--- src/rtl/rst_seq_pkg.sv ---
`timescale 1ns/1ps
package rst_seq_pkg;

    typedef enum logic [2:0] {
        ST_POR,
        ST_INT_ACT,
        ST_STRETCH,
        ST_SETTLE,
        ST_SAMPLE,
        ST_LATCH_CFG,
        ST_RUN
    } rst_state_e;

    localparam int NUM_FLAGS = 3;
    localparam int FLAG_POR  = 0;
    localparam int FLAG_EXT  = 1;
    localparam int FLAG_INT  = 2;

endpackage

--- src/rtl/rst_pin_sync.sv ---
`timescale 1ns/1ps
module rst_pin_sync #(
    parameter int STAGES = 2
) (
    input  logic clk,
    input  logic arst_n,
    input  logic din,
    output logic dout
);
    logic [STAGES-1:0] sh_d, sh_q;

    always_comb begin
        sh_d = {sh_q[STAGES-2:0], din};
    end

    // Reset to 0: the pin counts as low until it is really observed high.
    always_ff @(posedge clk or negedge arst_n) begin
        if (!arst_n) sh_q <= '0;
        else         sh_q <= sh_d;
    end

    assign dout = sh_q[STAGES-1];
endmodule

--- src/rtl/rst_stat_reg.sv ---
`timescale 1ns/1ps
module rst_stat_reg #(
    parameter int            NF      = 3,
    parameter logic [NF-1:0] RST_VAL = '0
) (
    input  logic          clk,
    input  logic          arst_n,
    input  logic [NF-1:0] set_i,
    input  logic          clr_we,
    input  logic [NF-1:0] clr_mask,
    output logic [NF-1:0] flags
);
    logic [NF-1:0] flags_d, flags_q;

    always_comb begin
        flags_d = flags_q;
        if (clr_we) flags_d = flags_d & ~clr_mask;
        flags_d = flags_d | set_i;   // a new event beats a clear
    end

    always_ff @(posedge clk or negedge arst_n) begin
        if (!arst_n) flags_q <= RST_VAL;
        else         flags_q <= flags_d;
    end

    assign flags = flags_q;
endmodule

--- src/rtl/rst_seq_ctrl.sv ---
`timescale 1ns/1ps
module rst_seq_ctrl
    import rst_seq_pkg::*;
#(
    parameter int NUM_REQ     = 4,
    parameter int LONG_CYC    = 1000,
    parameter int SHORT_CYC   = 16,
    parameter int SETTLE_CYC  = 32,
    parameter int CFG_LEAD    = 4,
    parameter int SYNC_STAGES = 2
) (
    input  logic                 clk,
    input  logic                 por_n,
    input  logic [NUM_REQ-1:0]   int_req,
    input  logic                 pin_in,
    input  logic                 fast_rec,
    input  logic                 boot_cfg_in,
    input  logic                 clr_we,
    input  logic [NUM_FLAGS-1:0] clr_mask,
    output logic                 pin_oe,
    output logic                 sys_rst_n,
    output logic                 boot_cfg,
    output logic [NUM_FLAGS-1:0] stat
);
    localparam int MAX_A = (LONG_CYC > SHORT_CYC) ? LONG_CYC : SHORT_CYC;
    localparam int MAX_B = (MAX_A > SETTLE_CYC) ? MAX_A : SETTLE_CYC;
    localparam int MAX_C = (MAX_B > CFG_LEAD) ? MAX_B : CFG_LEAD;
    localparam int CW    = $clog2(MAX_C + 1);

    typedef logic [CW-1:0] cnt_t;

    localparam cnt_t LONG_LD   = cnt_t'(LONG_CYC - 1);
    localparam cnt_t SHORT_LD  = cnt_t'(SHORT_CYC - 1);
    localparam cnt_t SETTLE_LD = cnt_t'(SETTLE_CYC - 1);
    localparam cnt_t CFG_LD    = cnt_t'(CFG_LEAD - 1);
    localparam logic [NUM_FLAGS-1:0] STAT_RST = (NUM_FLAGS)'(1) << FLAG_POR;

    typedef struct packed {
        rst_state_e st;
        cnt_t       cnt;
        logic       cfg;
    } seq_t;

    seq_t                 cur_q, nxt_d;
    logic                 pin_s;
    logic                 req_any;
    logic [NUM_FLAGS-1:0] set_d;

    rst_pin_sync #(.STAGES(SYNC_STAGES)) u_sync (
        .clk    (clk),
        .arst_n (por_n),
        .din    (pin_in),
        .dout   (pin_s)
    );

    always_comb begin
        nxt_d            = cur_q;
        req_any          = |int_req;
        set_d            = '0;
        set_d[FLAG_INT]  = req_any;
        unique case (cur_q.st)
            ST_POR, ST_INT_ACT: begin
                if (req_any) begin
                    nxt_d.st = ST_INT_ACT;
                end else begin
                    nxt_d.st  = ST_STRETCH;
                    nxt_d.cnt = fast_rec ? SHORT_LD : LONG_LD;
                end
            end
            ST_STRETCH: begin
                if (cur_q.cnt == '0) begin
                    nxt_d.st  = ST_SETTLE;
                    nxt_d.cnt = SETTLE_LD;
                end else begin
                    nxt_d.cnt = cur_q.cnt - cnt_t'(1);
                end
            end
            ST_SETTLE: begin
                if (cur_q.cnt == '0) nxt_d.st  = ST_SAMPLE;
                else                 nxt_d.cnt = cur_q.cnt - cnt_t'(1);
            end
            ST_SAMPLE: begin
                if (pin_s) begin
                    nxt_d.st  = ST_LATCH_CFG;
                    nxt_d.cnt = CFG_LD;
                    nxt_d.cfg = boot_cfg_in;
                end else begin
                    set_d[FLAG_EXT] = 1'b1;
                end
            end
            ST_LATCH_CFG: begin
                if (cur_q.cnt == '0) nxt_d.st  = ST_RUN;
                else                 nxt_d.cnt = cur_q.cnt - cnt_t'(1);
            end
            ST_RUN: begin
                if (!pin_s) begin
                    nxt_d.st        = ST_SAMPLE;
                    set_d[FLAG_EXT] = 1'b1;
                end
            end
            default: nxt_d.st = ST_POR;
        endcase
        // An internal request restarts the sequence from any state.
        if (req_any) nxt_d.st = ST_INT_ACT;
    end

    always_ff @(posedge clk or negedge por_n) begin
        if (!por_n) cur_q <= '{st: ST_POR, cnt: '0, cfg: 1'b0};
        else        cur_q <= nxt_d;
    end

    rst_stat_reg #(.NF(NUM_FLAGS), .RST_VAL(STAT_RST)) u_stat (
        .clk      (clk),
        .arst_n   (por_n),
        .set_i    (set_d),
        .clr_we   (clr_we),
        .clr_mask (clr_mask),
        .flags    (stat)
    );

    assign pin_oe    = (cur_q.st == ST_POR) || (cur_q.st == ST_INT_ACT) ||
                       (cur_q.st == ST_STRETCH);
    // The raw pin takes the reset down at once; it can only come back on a clock edge.
    assign sys_rst_n = (cur_q.st == ST_RUN) && pin_in;
    assign boot_cfg  = cur_q.cfg;
endmodule

--- config.mk ---
export PLATFORM = sky130hd
export DESIGN_NAME = rst_seq_ctrl
export DESIGN_NICKNAME = d
export VERILOG_FILES = /design/src/rtl/rst_seq_pkg.sv /design/src/rtl/rst_pin_sync.sv /design/src/rtl/rst_stat_reg.sv /design/src/rtl/rst_seq_ctrl.sv
export SDC_FILE = /design/constraint.sdc
export NUM_CORES = 1
export LEC_CHECK = 0
export BUFFER_PORTS_ARGS = -buffer_cell sky130_fd_sc_hd__buf_4
export CORE_MARGIN = 2
export CORE_UTILIZATION = 50
export DETAILED_ROUTE_END_ITERATION = 8
export PLACE_DENSITY = 0.73
export SETUP_SLACK_MARGIN = 0.05
export SLEW_MARGIN = 20
export SYNTH_ARGS = -nofsm -noshare
export SYNTH_HDL_FRONTEND = slang
export SYNTH_HIERARCHICAL = 1
export SYNTH_SLANG_ARGS = --single-unit
--- constraint.sdc ---
create_clock -name clk -period 2.4 [get_ports clk]
set_input_delay 0.48 -clock clk [delete_from_list [all_inputs] [get_ports clk]]
set_output_delay 0.48 -clock clk [all_outputs]
set_load 0.005 [all_outputs]
==> results of run 1 <==
logic make-up (layout without fill, tap and decap cells):
kind of cell,after synthesis,count (layout),share of synthesized area
other cells,1,1,0.00306
simple gates,56,56,0.262
compound gates,47,47,0.246
fa+ha+maj,2,2,0.0204
flops,19,19,0.390
buf+inv,12,27,0.0542
mux,2,2,0.0174
xor+xnor,1,1,0.00716
metrics by stage:
step           power [mW]  utilization
3_5_place_dp        0.536        0.599
2_1_floorplan       0.496            -
3_3_place_gp        0.533        0.599
5_1_grt             0.744        0.610
4_1_cts             0.702        0.610
6_report            0.694        0.610
flip-flops by register name, indices dropped and copies added (netlist names):
| register | flops |
|---|---|
| cur_q | 13 |
| u_stat/flags | 3 |
| boot_cfg | 1 |
| u_sync/sh_q | 2 |
critical path: cells and delay by family, from the launching register on:
family	cells	cell delay [ps]
AOI/OAI and AO/OA	3	740
adders and majority gates	1	150
buffers and inverters	1	130
DFF	1	450
and+or+nand+nor	2	550
routing by layer:
metal / up-vias / GRT usage / wire, um
met5: - / 0 / 0
met4: 0 / 0.0940 / 38
met3: 5 / 0.0367 / 55
met2: 15 / 0.370 / 1260
met1: 511 / 0.282 / 1190
li1: 534 / - / -
power by group:
group          switching [mW]  total [mW]  internal, mW
clock network          0.0998       0.164        0.0647
logic                  0.0697       0.128        0.0588
registers              0.0435       0.401         0.357
total                   0.213       0.694         0.481
Yosys cell counts, types with 2 or more instances:
master     n
o22ai_1    2
nor2b_1    3
buf_2      2
nor2_1    13
and4b_1    2
ha_1       2
or3_1      4
clkbuf_1   3
inv_1      4
a21oi_1   12
a21o_1     5
nand2b_1   4
o21ai_0    7
nand2_1   10
buf_6      2
a31oi_1    3
a211oi_1   5
nor3_1     4
nand3_1    3
o21ai_1    6
dfrtp_1   18
nor4_1     3
layout by cell type (no fill, tap or decap), types with 2 or more instances in the layout:
master	netlist	final
buf_4	1	19
dfrtp_1	18	18
nor2_1	13	13
a21oi_1	12	12
nand2_1	10	10
o21ai_0	7	7
o21ai_1	6	6
a211oi_1	5	5
a21o_1	5	5
inv_1	4	4
nand2b_1	4	4
or3_1	4	4
nor3_1	4	4
nor2b_1	3	3
a31oi_1	3	3
nand3_1	3	3
nor4_1	3	3
clkbuf_4	0	3
and4b_1	2	2
o22ai_1	2	2
ha_1	2	2
layout make-up:
cell class | count | area (um^2) | area share
clock buffer | 4 | 26.3 | 0.0191
multi-input combinational | 109 | 681 | 0.495
timing repair buffer | 19 | 143 | 0.104
sequential | 19 | 477 | 0.346
tap | 28 | 35.0 | 0.0255
inverter | 4 | 15.0 | 0.0109
path summary, 6_finish.rpt:
kind / slack (ps) / to / start / cells after the start
min reg2reg: 370 / u_sync/sh_q[1]$_DFF_PN0_ / u_sync/sh_q[0]$_DFF_PN0_ / 0
max in group asynchronous: 2100 / u_stat/flags[0]$_DFF_PN1_ / por_n / 1
max: 300 / cur_q[3]$_DFFE_PN0P_ / cur_q[1]$_DFFE_PN0P_ / 7
min: 30 / cur_q[5]$_DFFE_PN0P_ / por_n / 1
max reg2reg: 300 / cur_q[3]$_DFFE_PN0P_ / cur_q[1]$_DFFE_PN0P_ / 7
min in group clk: 290 / u_sync/sh_q[0]$_DFF_PN0_ / pin_in / 1
==> metrics.cfg, run 1 <==
[cts]
cts_buffer_depth = 2
cts_tree = yes
numCtsBuffers = 3
clkTransAtPathRegs_ps = 110
cts_setup_buffers = 0
clk_latency_ps = 300
holdBufCountCts = 0
cts_root_buf = clkbuf_4
htree_num_levels = 1
cts_resized = 0
clock-sinks = 19

[global_routing]
track_usage = 0.223
grt_max_degree = 20
grt_pass1_vias = 1087
antenna_found_initial = 0
overflow = 0
grt_first_pass_wirelength_um = 4640

[flow_run]
drv_cap = 0

[routing]
wl_per_cell_um = 13.9
drt_pass1_iterations = 4
routed_via_density = 5.82
drc_errors = 0
vias = 1065
dr.first_iter.drc_count = 14
routed_wl_um = 2550
detail-route-antenna-nets = 0

[timing]
finalHoldViolations = 0
setup_tns_ps = 0
maxSlewViolCount = 0
layout_setup_ws_ps = 296
period_needed_ps = 2100
fmax_ghz = 0.475
slew_headroom = 0.603
post-route-period-util = 0.877
final-setup-viol-count = 0
hold_slack_ps = 28.9
rsz0062_at_grt = no
tightest_slew_ps = 591
fin_skew_ps = 8.26

[setup_path]
critPathSlowestCell = a21oi_4
crit_arrival_ps = 2330
criticalPathCategory = reg -> reg
worst_setup_path_end_kind = register
cp_max_fo = 19
path_cells = inv_1 -> ha_1 -> nor4b_2 -> nand4_1 -> a21oi_4 -> o21ai_0 -> o31ai_2
slowest_delay_ps = 470
critPathRequiredTime_ps = 2620
start_kind = register

[place]
place_ws_ps = 322
place_inst = 179
place_congestion = 0.865
place_hpwl_um = 1880
io_buffers = 18
place_area_mm2 = 0.00135

[cells_and_area]
final_nets = 171
antennaDiodeCount = 0
syn_to_final_growth_pct = 12.5
drive_above_1_share = 0.200
finalInstanceArea_mm2 = 0.00138
fillCellCount = 211
fin_cells = 183

[floorplan]
core-area_mm2 = 0.00225
row_count = 17
boundaryPins = 19
die_height_um = 53.5
die_w_um = 53.5
initial_core_util = 0.543
die_area_mm2 = 0.00286

[hold_path]
hold_path_class = in -> async

[synthesis]
synth.top_cells.by_area = dfrtp_1 37%, a21oi_1 4.9%, nor2_1 4.0%
synth_area_mm2 = 0.00122
synth-seq-area-share = 0.390
ys_ff_latch = 19
ys.flop_type = dfrtp_1
synth_top_cell_area_share = 0.368
syn_nets = 155
netlist_instances = 140
synth.avg_cell_area_um2 = 8.74
async_reset_ff_frac = 1.00
synth-edff-count = 0
ys_types = 45
yosys.area.top_type = dfrtp_1
ys_warn_count = 6

[pwr]
peakVddDrop_v = 0.000361
p_leak_nw = 0.605
powerDensity_mw_per_mm2 = 504

[outcome]
status = complete, no violations

Note: power is estimated with default switching activity, not from simulation.
==> run 2, diff against run 1 <==
BUFFER_PORTS_ARGS = -buffer_cell sky130_fd_sc_hd__buf_2   (was -buffer_cell sky130_fd_sc_hd__buf_4)
==> run 2 against run 1 <==
  * Critical endpoint unchanged
  * Sequential cell count did not move
  * Cell count grew 1.6%
  * Highest routed layer unchanged
  * First-iteration DRC count rose by 120%
  * Critical path type unchanged
==> metrics.cfg, run 2 (synthesized netlist as in run 1, its figures left out) <==
[outcome]
status = complete, no violations

[cells_and_area]
top_register = cur_q
layout_common_cells = 18 x dfrtp_1, 18 x buf_2, 13 x nor2_1
antennaDiodeCount = 0
drive_above_1_share = 0.215
largest_reg_flops = 13
finalInstanceArea_mm2 = 0.00135
postLayoutCoreUtil = 0.600
fin_cells = 186
final_nets = 174
syn_to_final_growth_pct = 10.6

[setup_path]
slowest_delay_ps = 440
critPathSlowestCell = dfrtp_1
crit_arrival_ps = 2280
start_kind = register
critPathRequiredTime_ps = 2610
cp_max_fo = 8
criticalPathCategory = reg -> reg
worst_setup_path_end_kind = register
path_cells = inv_1 -> ha_1 -> nor4b_2 -> and4b_1 -> nor2_1 -> o21a_1 -> o31ai_2

[pwr]
peakVddDrop_v = 0.000314
p_total_mw = 0.695
powerDensity_mw_per_mm2 = 513
p_leak_nw = 0.601

[timing]
rsz0062_at_grt = no
tightest_slew_ps = 668
hold_slack_ps = 104
slew_headroom = 0.551
final-setup-viol-count = 0
post-route-period-util = 0.861
setup_tns_ps = 0
fmax_ghz = 0.484
fin_skew_ps = 6.31
finalHoldViolations = 0
period_needed_ps = 2070
layout_setup_ws_ps = 334
maxSlewViolCount = 0

[routing]
detail-route-antenna-nets = 0
wl_per_cell_um = 14.7
drc_errors = 0
vias = 1101
dr.first_iter.drc_count = 31
drt-met1-wl_um = 1220
routed_wl_um = 2740
top_layer = met4
drt_pass1_iterations = 4
met3_length_um = 120
route.met2.wl_um = 1370
routed_via_density = 5.92

[floorplan]
die_area_mm2 = 0.00286
die_w_um = 53.5
core-area_mm2 = 0.00225
initial_core_util = 0.543
row_count = 17
die_height_um = 53.5
boundaryPins = 19

[place]
place_area_mm2 = 0.00131
place_congestion = 0.882
place_hpwl_um = 1980
io_buffers = 18
place_ws_ps = 308
place_inst = 179

[cts]
htree_num_levels = 1
numCtsBuffers = 3
clk_latency_ps = 290
cts_root_buf = clkbuf_4
clkTransAtPathRegs_ps = 110
cts_buffer_depth = 2
clock-sinks = 19
holdBufCountCts = 0
cts_tree = yes

[global_routing]
grt_pass1_vias = 1069
antenna_found_initial = 0
grt_max_degree = 20
track_usage = 0.225
overflow = 0
grt_first_pass_wirelength_um = 4660

[hold_path]
hold_path_class = in -> async

[flow_run]
drv_cap = 0

==> run 2: cell types whose count changed in the layout (fill, tap and decap cells not counted), sizes merged <==
cell and change:
buf +3
==> run 2: path summary, 6_finish.rpt <==
| check | from | end | slack (ps) | cells past startpoint |
|---|---|---|---|---|
| worst max-delay path | cur_q[1]$_DFFE_PN0P_ | cur_q[3]$_DFFE_PN0P_ | 330 | 7 |
| worst min-delay path | por_n | cur_q[8]$_DFFE_PN0P_ | 100 | 1 |
| worst max register to register | cur_q[1]$_DFFE_PN0P_ | cur_q[3]$_DFFE_PN0P_ | 330 | 7 |
| worst min register to register | u_sync/sh_q[0]$_DFF_PN0_ | u_sync/sh_q[1]$_DFF_PN0_ | 360 | 0 |
| max in group asynchronous | por_n | u_stat/flags[0]$_DFF_PN1_ | 1970 | 1 |
| min in group clk | pin_in | u_sync/sh_q[0]$_DFF_PN0_ | 300 | 1 |
==> run 2: worst max-delay path: cells and delay by family (launching register included) <==
kind / cells / cell delay (ps)
AND/OR/NAND/NOR: 3 / 900
flip-flops: 1 / 440
AO/OA/AOI/OAI: 2 / 390
adder cells (fa/ha/maj): 1 / 150
buffers and inverters: 1 / 120
==> run 2: repair_timing <==
item | 4_1_cts | 5_1_grt
endpoints found under the setup margin | 0 | 3
resized for setup | 0 | 0
setup buffers | 0 | 3
==> run 2: where the power goes <==
part / total [mW] / internal (mW) / switching, mW
sequential: 0.403 / 0.357 / 0.0455
clock: 0.165 / 0.0646 / 0.100
combinational: 0.128 / 0.0550 / 0.0729
total: 0.695 / 0.477 / 0.218
==> run 2: layout make-up <==
cell class,count,area (um^2)
clock buffers,4,26.3
inverters,4,15.0
flip-flops and latches,19,477
multi-input cells,109,681
repair buffers,22,120
fillers,205,901
well taps,28,35.0
==> run 2: metal layers <==
layer | up-vias | global-route usage
met2 | 36 | 0.397
met4 | 0 | 0.0556
li1 | 542 | -
met5 | - | 0
met1 | 516 | 0.282
met3 | 7 | 0.0367
